### config.mk
export PLATFORM = sky130hd
export DESIGN_NAME = dual_interval_timer
export DESIGN_NICKNAME = d
export VERILOG_FILES = /design/src/rtl/dit_pkg.sv /design/src/rtl/dit_prescaler.sv /design/src/rtl/dit_timer.sv /design/src/rtl/dit_readmux.sv /design/src/rtl/dual_interval_timer.sv
export SDC_FILE = /design/constraint.sdc
export NUM_CORES = 1
export LEC_CHECK = 0
export BUFFER_PORTS_ARGS = -buffer_cell sky130_fd_sc_hd__buf_2
export CELL_PAD_IN_SITES_DETAIL_PLACEMENT = 0
export CELL_PAD_IN_SITES_GLOBAL_PLACEMENT = 2
export CORE_MARGIN = 4
export CORE_UTILIZATION = 32
export DETAILED_ROUTE_END_ITERATION = 16
export GPL_TIMING_DRIVEN = 0
export PLACE_DENSITY = 0.88
export SLEW_MARGIN = 0
export SYNTH_ARGS = -nofsm -noshare
export SYNTH_HDL_FRONTEND = slang
export SYNTH_SLANG_ARGS = --single-unit
### constraint.sdc
create_clock -name clk -period 3.1 [get_ports clk]
set_clock_uncertainty 0.1 [all_clocks]
set_input_delay 0.93 -clock clk [delete_from_list [all_inputs] [get_ports clk]]
set_output_delay 0.93 -clock clk [all_outputs]
set_load 0.05 [all_outputs]
### src/rtl/dit_pkg.sv
package dit_pkg;
  localparam int CNT_W = 8;
  localparam int N_TMR = 2;

  typedef enum logic {MODE_STOP_LD = 1'b0, MODE_RUN = 1'b1} mode_e;
  typedef enum logic [1:0] {SEL_FAST = 2'd0, SEL_SLOW = 2'd1,
                            SEL_PRESC = 2'd2, SEL_ALT = 2'd3} sel_e;

  // packed MSB first: action[11], mode[10], sel[9:8], div[7:0]
  typedef struct packed {
    logic             irq_clr;
    mode_e            mode;
    sel_e             sel;
    logic [CNT_W-1:0] div;
  } tmr_cfg_t;

  localparam int CFG_W = $bits(tmr_cfg_t);
endpackage

### src/rtl/dit_prescaler.sv
module dit_prescaler #(
  parameter int PRESC_DIV = 4,
  localparam int PW = (PRESC_DIV > 1) ? $clog2(PRESC_DIV) : 1
) (
  input  logic          clk,
  input  logic          rst_n,
  input  logic          fast_tick,
  output logic [PW-1:0] status,
  output logic          presc_tick
);
  localparam logic [PW-1:0] TOP = PW'(PRESC_DIV - 1);

  logic [PW-1:0] cnt_q;

  assign presc_tick = fast_tick && (cnt_q == '0);
  assign status     = cnt_q;

  always_ff @(posedge clk) begin
    if (!rst_n)          cnt_q <= TOP;
    else if (fast_tick)  cnt_q <= (cnt_q == '0) ? TOP : cnt_q - 1'b1;
  end
endmodule

### src/rtl/dit_timer.sv
module dit_timer
  import dit_pkg::*;
(
  input  logic             clk,
  input  logic             rst_n,
  input  logic             wr_en,
  input  tmr_cfg_t         cfg,
  input  logic             fast_tick,
  input  logic             slow_tick,
  input  logic             presc_tick,
  input  logic             alt_tick,
  output logic [CNT_W-1:0] count,
  output logic             flag,
  output logic             underflow
);
  logic [CNT_W-1:0] div_q;
  sel_e             sel_q;
  mode_e            mode_q;
  logic             tick;

  always_comb begin
    unique case (sel_q)
      SEL_FAST:  tick = fast_tick;
      SEL_SLOW:  tick = slow_tick;
      SEL_PRESC: tick = presc_tick;
      default:   tick = alt_tick;
    endcase
  end

  assign underflow = !wr_en && (mode_q == MODE_RUN) && tick && (count == CNT_W'(1));

  always_ff @(posedge clk) begin
    if (!rst_n) begin
      div_q  <= '0;
      sel_q  <= SEL_FAST;
      mode_q <= MODE_STOP_LD;
      count  <= '0;
      flag   <= 1'b0;
    end else if (wr_en) begin
      div_q  <= cfg.div;
      sel_q  <= cfg.sel;
      mode_q <= cfg.mode;
      if (cfg.mode == MODE_STOP_LD) count <= cfg.div;
      if (cfg.irq_clr) flag <= 1'b0;
    end else if (mode_q == MODE_RUN && tick) begin
      if (count == CNT_W'(1)) begin
        count <= div_q;
        flag  <= 1'b1;
      end else begin
        count <= count - 1'b1;
      end
    end
  end
endmodule

### src/rtl/dit_readmux.sv
module dit_readmux
  import dit_pkg::*;
#(
  parameter int PW = 2
) (
  input  logic [1:0]       sel,
  input  logic [CNT_W-1:0] cnt0,
  input  logic [CNT_W-1:0] cnt1,
  input  logic [PW-1:0]    presc,
  input  logic [1:0]       flags,
  output logic [CNT_W-1:0] data
);
  always_comb begin
    unique case (sel)
      2'd0:    data = cnt0;
      2'd1:    data = cnt1;
      2'd2:    data = CNT_W'(presc);
      default: data = CNT_W'(flags);
    endcase
  end
endmodule

### src/rtl/dual_interval_timer.sv
module dual_interval_timer
  import dit_pkg::*;
#(
  parameter int PRESC_DIV = 4
) (
  input  logic                   clk,
  input  logic                   rst_n,
  input  logic                   fast_tick_i,
  input  logic                   slow_tick_i,
  input  logic                   wr_en_i,
  input  logic [N_TMR*CFG_W-1:0] wr_data_i,
  input  logic [1:0]             rd_sel_i,
  output logic [CNT_W-1:0]       rd_data_o,
  output logic [N_TMR-1:0]       irq_o
);
  localparam int PW = (PRESC_DIV > 1) ? $clog2(PRESC_DIV) : 1;

  logic [PW-1:0]    presc_status;
  logic             presc_tick;
  logic [CNT_W-1:0] cnt [N_TMR];
  logic [N_TMR-1:0] flags;
  logic [N_TMR-1:0] uf;

  dit_prescaler #(.PRESC_DIV(PRESC_DIV)) u_presc (
    .clk(clk), .rst_n(rst_n), .fast_tick(fast_tick_i),
    .status(presc_status), .presc_tick(presc_tick)
  );

  for (genvar i = 0; i < N_TMR; i++) begin : g_tmr
    logic     alt;
    tmr_cfg_t cfg;
    assign cfg = tmr_cfg_t'(wr_data_i[i*CFG_W +: CFG_W]);
    if (i == 0) begin : g_first
      assign alt = 1'b0;
    end else begin : g_casc
      assign alt = uf[i-1];
    end
    dit_timer u_tmr (
      .clk(clk), .rst_n(rst_n), .wr_en(wr_en_i), .cfg(cfg),
      .fast_tick(fast_tick_i), .slow_tick(slow_tick_i),
      .presc_tick(presc_tick), .alt_tick(alt),
      .count(cnt[i]), .flag(flags[i]), .underflow(uf[i])
    );
  end

  dit_readmux #(.PW(PW)) u_rd (
    .sel(rd_sel_i), .cnt0(cnt[0]), .cnt1(cnt[1]),
    .presc(presc_status), .flags(flags), .data(rd_data_o)
  );

  assign irq_o = flags;
endmodule

; ---- After elaboration in Yosys (flattened, before gate mapping)
; Index checks and enable logic that the tools add are counted.
[totals]
output_inout_bits = 10
register_bits = 42
wordCells = 65
[op_classes]
mux = 20
eq_ne = 12
n_reduce_logical = 19
add_sub_neg = 3
[ops]
columns = cell, count
row1 = $mux W8, 8
row2 = $pmux W8 S3, 1
row3 = $eq A8 B1 Y1 const B, 2
row4 = $sub A8 B1 Y8 const B, 2
row5 = $logic_not A2 Y1, 4
row6 = $mux W1, 8
row7 = $reduce_bool A2 Y1, 4
row8 = $eq A2 B1 Y1 const B, 3
row9 = $eq A2 B2 Y1 const B, 3
row10 = $logic_and A1 B1 Y1, 6
row11 = $pmux W1 S3, 2
row12 = $reduce_and A3 Y1, 2
row13 = $ne A2 B1 Y1 const B, 2
row14 = $ne A2 B2 Y1 const B, 2
row15 = $reduce_and A2 Y1, 2
row16 = $mux W2, 1
row17 = $sub A2 B1 Y2 const B, 1
row18 = $logic_not A1 Y1, 1

; ---- Logic depth before layout (Yosys ltp)
; Gate-level depths: netlist of run 1.
[logic_depth]
word_depth = 9
ltp_mapped = 9
depth_no_buf = 7

; ---- Cells and area by module
; From an unflattened synthesis of run 1, not the netlist that was laid out.
[unflattened]
cells_unflattened = 274
area_unflattened_um2 = 2436.1
[modules_own_cells]
columns = mod, area_each_um2, instances, seq_area_each_um2, cells_each
row1 = dit_timer, 1093.5, 2, 400.4, 123
row2 = dit_readmux, 142.6, 1, 0.0, 16
row3 = dit_prescaler, 102.6, 1, 40.0, 11
row4 = dual_interval_timer, 3.8, 1, 0.0, 1

; ---- Worst setup path before layout of run 1
; OpenSTA, ideal clock, no wires.
[synth_path]
path_type = input-to-output
startpoint = input port rd_sel_i[0]
endpoint = output port rd_data_o[2]
setup_slack_ps = -25
arrival_ps = 2095
stages = 3
t_required_ps = 2070
cell_sequence = clkbuf_1 -> mux2i_1 -> nor2_1
[synth_via]
elab_chain_len = 2
elab_cells_between_ends = 4
classes_between = eq/ne (2) / mux (1) / reduce/logical (1)
[synth_lines]
columns = item, line_no
row1 = "start, declared", dual_interval_timer.sv:12  ; input logic [1:0] rd_sel_i,
row2 = $eq A2 B2 Y1 (tied with other cells), dit_readmux.sv:14  ; unique case (sel)
row3 = $pmux W8 S3 (*), dit_readmux.sv:14
row4 = "end, declared", dual_interval_timer.sv:13  ; output logic [CNT_W-1:0] rd_data_o,
; Every way passes the cells marked *; elsewhere a longest branch is shown, timed or not.

; ---- Final worst setup path of run 1
[layout_path]
startpoint = input port rd_sel_i[1]
endpoint = output port rd_data_o[1]
; The elaborated chain is that of the path after synthesis.

==> results of run 1 <==
==> stage by stage <==
step / setup WS, ns / total power, mW / cell area (um2)
2_1_floorplan: 0.0474 / 0.844 / 2330
3_3_place_gp: -0.159 / 0.929 / 2630
3_5_place_dp: -0.141 / 0.933 / 2630
4_1_cts: 0.0612 / 1.31 / 2720
5_1_grt: 0.000115 / 1.37 / 2730
6_report: 0.0783 / 1.30 / 2730
==> what timing repair did <==
action,in CTS,in global routing
setup endpoints to repair,2,9
gates resized for setup,1,2
setup buffers,0,0
==> worst max path at each step <==
stage	endpoint	slack, ns	cells after the start
2_1_floorplan	rd_data_o[0]	0.05	2
6_report	rd_data_o[1]	0.08	3
3_5_place_dp	rd_data_o[0]	-0.14	3
4_1_cts	rd_data_o[0]	0.06	3
5_1_grt	rd_data_o[1]	0.0001	3
3_3_place_gp	rd_data_o[1]	-0.16	3
==> kinds of logic (layout without fill, tap and decap cells) <==
logic type	after synthesis	count (layout)	synth area share, %
simple gates	103	103	22.0
compound gates	76	76	21.1
flops	42	42	36.4
buf+inv	33	78	5.74
mux	21	21	10.2
fa+ha+maj	5	5	2.71
xor+xnor	5	5	1.89
==> cell usage in the layout (no fill, tap or decap), drive strengths merged, types with 2 or more instances in the layout <==
cell	netlist	routed
mux4	2	2
nor2	23	23
a21oi	24	24
inv	10	10
clkbuf	16	23
nand2	36	36
mux2i	18	18
a211oi	4	4
and3	2	2
a31oi	9	9
or3	4	4
clkinv	1	2
and2	2	2
dfxtp	42	42
xnor2	5	5
nand2b	4	4
ha	5	5
o41ai	5	5
o31a	4	4
buf	6	43
nor3	12	12
o22ai	2	2
nand3	5	5
o21ai	13	13
o211ai	6	6
nor3b	3	3
or2	2	2
nor4	3	3
nand4	2	2
nor2b	2	2
==> synthesized netlist by cell type, drive strengths merged, types with 3 or more instances <==
| cell | n |
|---|---|
| nor3 | 12 |
| o211ai | 6 |
| a31oi | 9 |
| nand2 | 36 |
| or3 | 4 |
| xnor2 | 5 |
| inv | 10 |
| nand2b | 4 |
| mux2i | 18 |
| dfxtp | 42 |
| o41ai | 5 |
| nor2 | 23 |
| a211oi | 4 |
| a21oi | 24 |
| clkbuf | 16 |
| nand3 | 5 |
| nor4 | 3 |
| nor3b | 3 |
| ha | 5 |
| o31a | 4 |
| o21ai | 13 |
| buf | 6 |
==> layer usage <==
metal	up-vias	global-route usage (%)	wire [um]
met5	-	0	0
met4	0	5.74	142
met3	13	3.14	225
met2	38	24.9	2950
met1	1024	21.7	3290
li1	1114	-	-
==> critical path: stages <==
cell	delay (ns)
buf_1	0.42
mux4_2	0.41
buf_2	0.23
==> registers in the layout, indices dropped and copies added, names as in the netlist <==
register and flops:
g_tmr.u_tmr.count 16, g_tmr.u_tmr.div_q 16, g_tmr.u_tmr.flag 2, g_tmr.u_tmr.mode_q 2, g_tmr.u_tmr.sel_q 4, u_presc.status 2
==> power by group <==
group,switching [mW],internal (mW)
combinational,0.185,0.128
clock,0.194,0.180
sequential,0.0343,0.574
==> final cells by class <==
class / count / share of cell area [%]
Multi-Input combinational cell: 210 / 49.6
Clock inverter: 1 / 0.184
Clock buffer: 7 / 3.17
Timing Repair Buffer: 37 / 6.80
Sequential cell: 42 / 30.9
Tap cell: 96 / 4.41
Buffer: 22 / 3.44
Inverter: 11 / 1.52
==> qor.yml, run 1 <==
synth:
  synth_top_area_cell: "dfxtp_1"
  avgSynthCellArea_um2: 8.11
  yosysSeqAreaShare_pct: 36.4
  yosysWarningCount: 0
  ys.flop_type: "dfxtp_1"
  yosysTopAreaCellShare_pct: 36.4
  synthCells: 285
  synth.distinct_cells: 49
  synth_nets: 321
  synth_area_um2: 2310
  synth-seq-cells: 42
  synth-edff-count: 0
  synth_area_leaders: "dfxtp_1, mux2i_1, nand2_1, a21oi_1, nor2_1"
  async_flop_share_pct: 0
cells_and_area:
  fillers: 766
  diodes: 0
  finalCoreUtilization_pct: 39.5
  multiInputGateArea_um2: 1350
  final_cells: 426
  seq_area_um2: 841
  fin_nets: 365
  syn2layout_area_growth_pct: 17.9
  drive_gt1_share_pct: 19.1
setup_path:
  reg2reg_depth: 7
  crit_path_start: "rd_sel_i[1]"
  crit_fanout: 8
  r2r-end: "g_tmr[1].u_tmr.count[5]"
  cp-start-kind: "input port"
  critPathRequiredTime_ns: 2.07
  rr_startpoint: "g_tmr[0].u_tmr.count[0]"
  cp-end-kind: "primary output"
  worst-setup-path-type: "input port to primary output"
  cp.arrival_ns: 1.99
  rrSetupSlack_ns: 0.46
drt:
  routed_wl_um: 6600
  drtIter0Drc: 102
  vias: 2189
  vias_per_cell: 5.14
  ant_nets: 0
  wl_per_cell_um: 15.5
  first_pass_iters: 6
  drc_errors: 0
cts:
  cts_tree: "done"
  root_buffer: "clkbuf_8"
  cts-buffers-inserted: 5
  max-clock-path-buffers: 2
  cts_hold_buf: 0
  clk_latency_ns: 0.30
  cts.sinks: 42
  htreeDepth: 2
  clk_pin_slew_ns: 0.08
timing:
  setup_viol: 0
  whs_ns: 0.368
  tns_ns: 0
  tightest_slew_ns: 0.763
  max-slew-margin-rel_pct: 49.1
  rsz0062_at_grt: "no"
  fin_crit_sh_pct: 97.5
  maxSlewViolCount: 0
  achievable-frequency_mhz: 331
  min_period_ns: 3.02
  hold_viol: 0
floorplan:
  fp.dieW_um: 93.0
  fp.dieH_um: 93.0
  core_um2: 6910
  die_area_um2: 8650
  ioPinCount: 41
  initial_core_util_pct: 33.5
  num_rows: 30
power_and_ir_drop:
  vdd_ir_drop_max_v: 0.000173
  p_leak_nw: 1.15
  powerDensity_nw_per_um2: 475
place:
  portBuffers: 37
  gp_congestion: 0.805
  dp_cells: 418
  dp.final_hpwl_um: 4890
global_routing:
  antenna_found_initial: 0
  grt_start_max_net_pins: 13
  grt_pass1_vias: 2130
  grt_pass1_wl_um: 10900
  grt_usage_pct: 15.9
  gr-total-overflow: 0
hold_path:
  worstHoldStart: "g_tmr[0].u_tmr.div_q[1]"
  whs_path_depth: 2
  min_to: "g_tmr[0].u_tmr.div_q[1]"
  min_path_type: "flip-flop to flip-flop"
run_status:
  status: "finished, final reports clean"
run:
  cap_viol_max_count: 0
No activity file was read; power rests on OpenSTA's default activity.
==> run 2: changes to the inputs <==
==> constraint.sdc (replaced) <==
create_clock -name clk -period 3.1 [get_ports clk]
set_clock_uncertainty 0.1 [all_clocks]
set_input_delay 0.155 -clock clk [delete_from_list [all_inputs] [get_ports clk]]
set_output_delay 0.155 -clock clk [all_outputs]
set_load 0.05 [all_outputs]
==> run 2 against run 1 <==
Against the previous run:
- register-to-register slack about the same
- largest cell class unchanged
- flip-flop and latch count did not move
- fmax rose by 15%
==> qor.yml, run 2 (synthesis gave the netlist of run 1 again) <==
cts:
  clk_pin_slew_ns: 0.08  # about the same
  htreeDepth: 2  # unchanged
  cts-buffers-inserted: 5  # unchanged
  clk_latency_ns: 0.29  # about the same
  cts.sinks: 42  # unchanged
  cts_tree: "done"
  cts_resized: 0  # -1
  post_cts_buffers: 0  # unchanged
  root_buffer: "clkbuf_8"
  max-clock-path-buffers: 2  # unchanged
cells_and_area:
  fillers: 786  # +2.6%
  drive_gt1_share_pct: 16.1  # -3.0 points
  diodes: 0  # unchanged
  layout_common_cells: "dfxtp_1, buf_2, nand2_1"
  fin_nets: 366  # +0.27%
  final_common_cell: "dfxtp_1"
  syn2layout_area_growth_pct: 16.9
  reg_top3: "g_tmr.u_tmr.count: 16 flops, g_tmr.u_tmr.div_q: 16 flops, g_tmr.u_tmr.sel_q: 4 flops"
  final_cells: 426  # unchanged
global_routing:
  grt_start_max_net_pins: 12  # -1
  grt_usage_pct: 15.7  # -0.19 points
  grt_pass1_vias: 2147  # +0.80%
  gr-total-overflow: 0  # unchanged
  antenna_found_initial: 0  # unchanged
  grt_pass1_wl_um: 10700  # -1.5%
power_and_ir_drop:
  vdd_ir_drop_max_v: 0.000223  # +29%
  p_leak_nw: 1.14  # -0.89%
  fin_total_pwr_mw: 1.25  # -3.3%
  powerDensity_nw_per_um2: 463  # -2.5%
setup_path:
  crit_fanout: 7  # -1
  cp-end-kind: "flip-flop"
  reg2reg_depth: 8  # +1
  worst-setup-path-type: "flip-flop to flip-flop"
  rrSetupSlack_ns: 0.47  # about the same
  critPathRequiredTime_ns: 3.17  # +1.10 ns
  cp.arrival_ns: 2.71  # +0.72 ns
  cp-start-kind: "flip-flop"
place:
  portBuffers: 37  # unchanged
  dp_cells: 418  # unchanged
  dp.final_hpwl_um: 4890  # -0.17%
  gp_congestion: 0.796  # -1.0%
floorplan:
  fp.dieW_um: 93.0  # unchanged
  initial_core_util_pct: 33.5  # unchanged
  num_rows: 30  # unchanged
  die_area_um2: 8650  # unchanged
  core_um2: 6910  # unchanged
  ioPinCount: 41  # unchanged
  fp.dieH_um: 93.0  # unchanged
drt:
  wl_met3_um: 271  # +20%
  wl_per_cell_um: 15.3  # -1.5%
  route.met2.wl_um: 2950  # +0.20%
  wl_met1_um: 3170  # -3.6%
  drtIter0Drc: 78  # -24%
  vias_per_cell: 5.15  # +0.18%
  routed_wl_um: 6510  # -1.5%
  drc_errors: 0  # unchanged
  ant_nets: 0  # unchanged
  topRoutingLayerUsed: "met4"
  first_pass_iters: 4  # -2
  vias: 2193  # +0.18%
timing:
  tns_ns: 0  # unchanged
  maxSlewViolCount: 0  # unchanged
  max-slew-margin-rel_pct: 51.9  # +2.7 points
  rsz0062_at_grt: "no"
  min_period_ns: 2.63  # -0.388 ns
  whs_ns: 0.00401  # -0.364 ns
  achievable-frequency_mhz: 380  # +15%
  hold_viol: 0  # unchanged
  setup_viol: 0  # unchanged
  fin_crit_sh_pct: 84.9  # -13 points
  tightest_slew_ns: 0.715  # -0.0476 ns
run:
  cap_viol_max_count: 0  # unchanged
hold_path:
  min_path_type: "input port to flip-flop"
  whs_path_depth: 3  # +1
run_status:
  status: "finished, final reports clean"
[run 2: cell types whose count changed in the layout (fill, tap and decap cells not counted), sizes merged]
cell and delta:
clkinv -1, dlygate4sd3 +1
[run 2: area by class of cell]
type,instances,area [um2],area share [%]
sequential,42,841,31.1
clock buffer,7,76.3,2.82
tap,96,120,4.44
inverter,11,41.3,1.53
timing repair buffer,38,195,7.22
multi-input combinational,210,1340,49.5
buffer,22,91.3,3.38
[run 2: metrics by stage]
| step | setup WS [ns] | cell area [um2] | util [%] |
|---|---|---|---|
| global placement | 0.501 | 2620 | 37.9 |
| detailed placement | 0.497 | 2620 | 37.9 |
| finish | 0.467 | 2700 | 39.1 |
| floorplan | 0.715 | 2310 | - |
| CTS | 0.483 | 2700 | 39.1 |
| global route | 0.342 | 2700 | 39.1 |
[run 2: repair_timing]
action / 4_1_cts / 5_1_grt
hold endpoints to repair: 1 / 0
setup endpoints to repair: 0 / 0
hold buffers: 1 / 0
[run 2: layer usage]
| layer | track usage [%] | up-vias |
|---|---|---|
| met4 | 4.03 | 0 |
| met5 | 0 | - |
| met2 | 24.9 | 40 |
| met3 | 2.98 | 8 |
| met1 | 22.0 | 1031 |
| li1 | - | 1114 |
[run 2: worst max-delay path: stages, from the launching register on]
cell     delay [ns]
dfxtp_1        0.38
inv_1          0.11
ha_1           0.13
or4b_1         0.41
buf_2          0.18
or2_4          0.26
nor4_4         0.44
nor3_2         0.15
o311a_1        0.37
[run 2: power by group]
group	switching, mW	internal (mW)	leakage [nW]	total [mW]
clock network	0.179	0.155	0.0383	0.334
registers	0.0346	0.574	0.346	0.609
logic	0.182	0.127	0.759	0.309
total	0.395	0.857	1.14	1.25
[run 2: path summary, 6_finish.rpt]
kind,start,endpoint
worst max-delay path,g_tmr[0].u_tmr.count[1],g_tmr[1].u_tmr.count[5]
worst min-delay path,wr_data_i[20],g_tmr[1].u_tmr.sel_q[0]
worst max register to register,g_tmr[0].u_tmr.count[1],g_tmr[1].u_tmr.count[5]
worst min register to register,g_tmr[1].u_tmr.div_q[0],g_tmr[1].u_tmr.div_q[0]
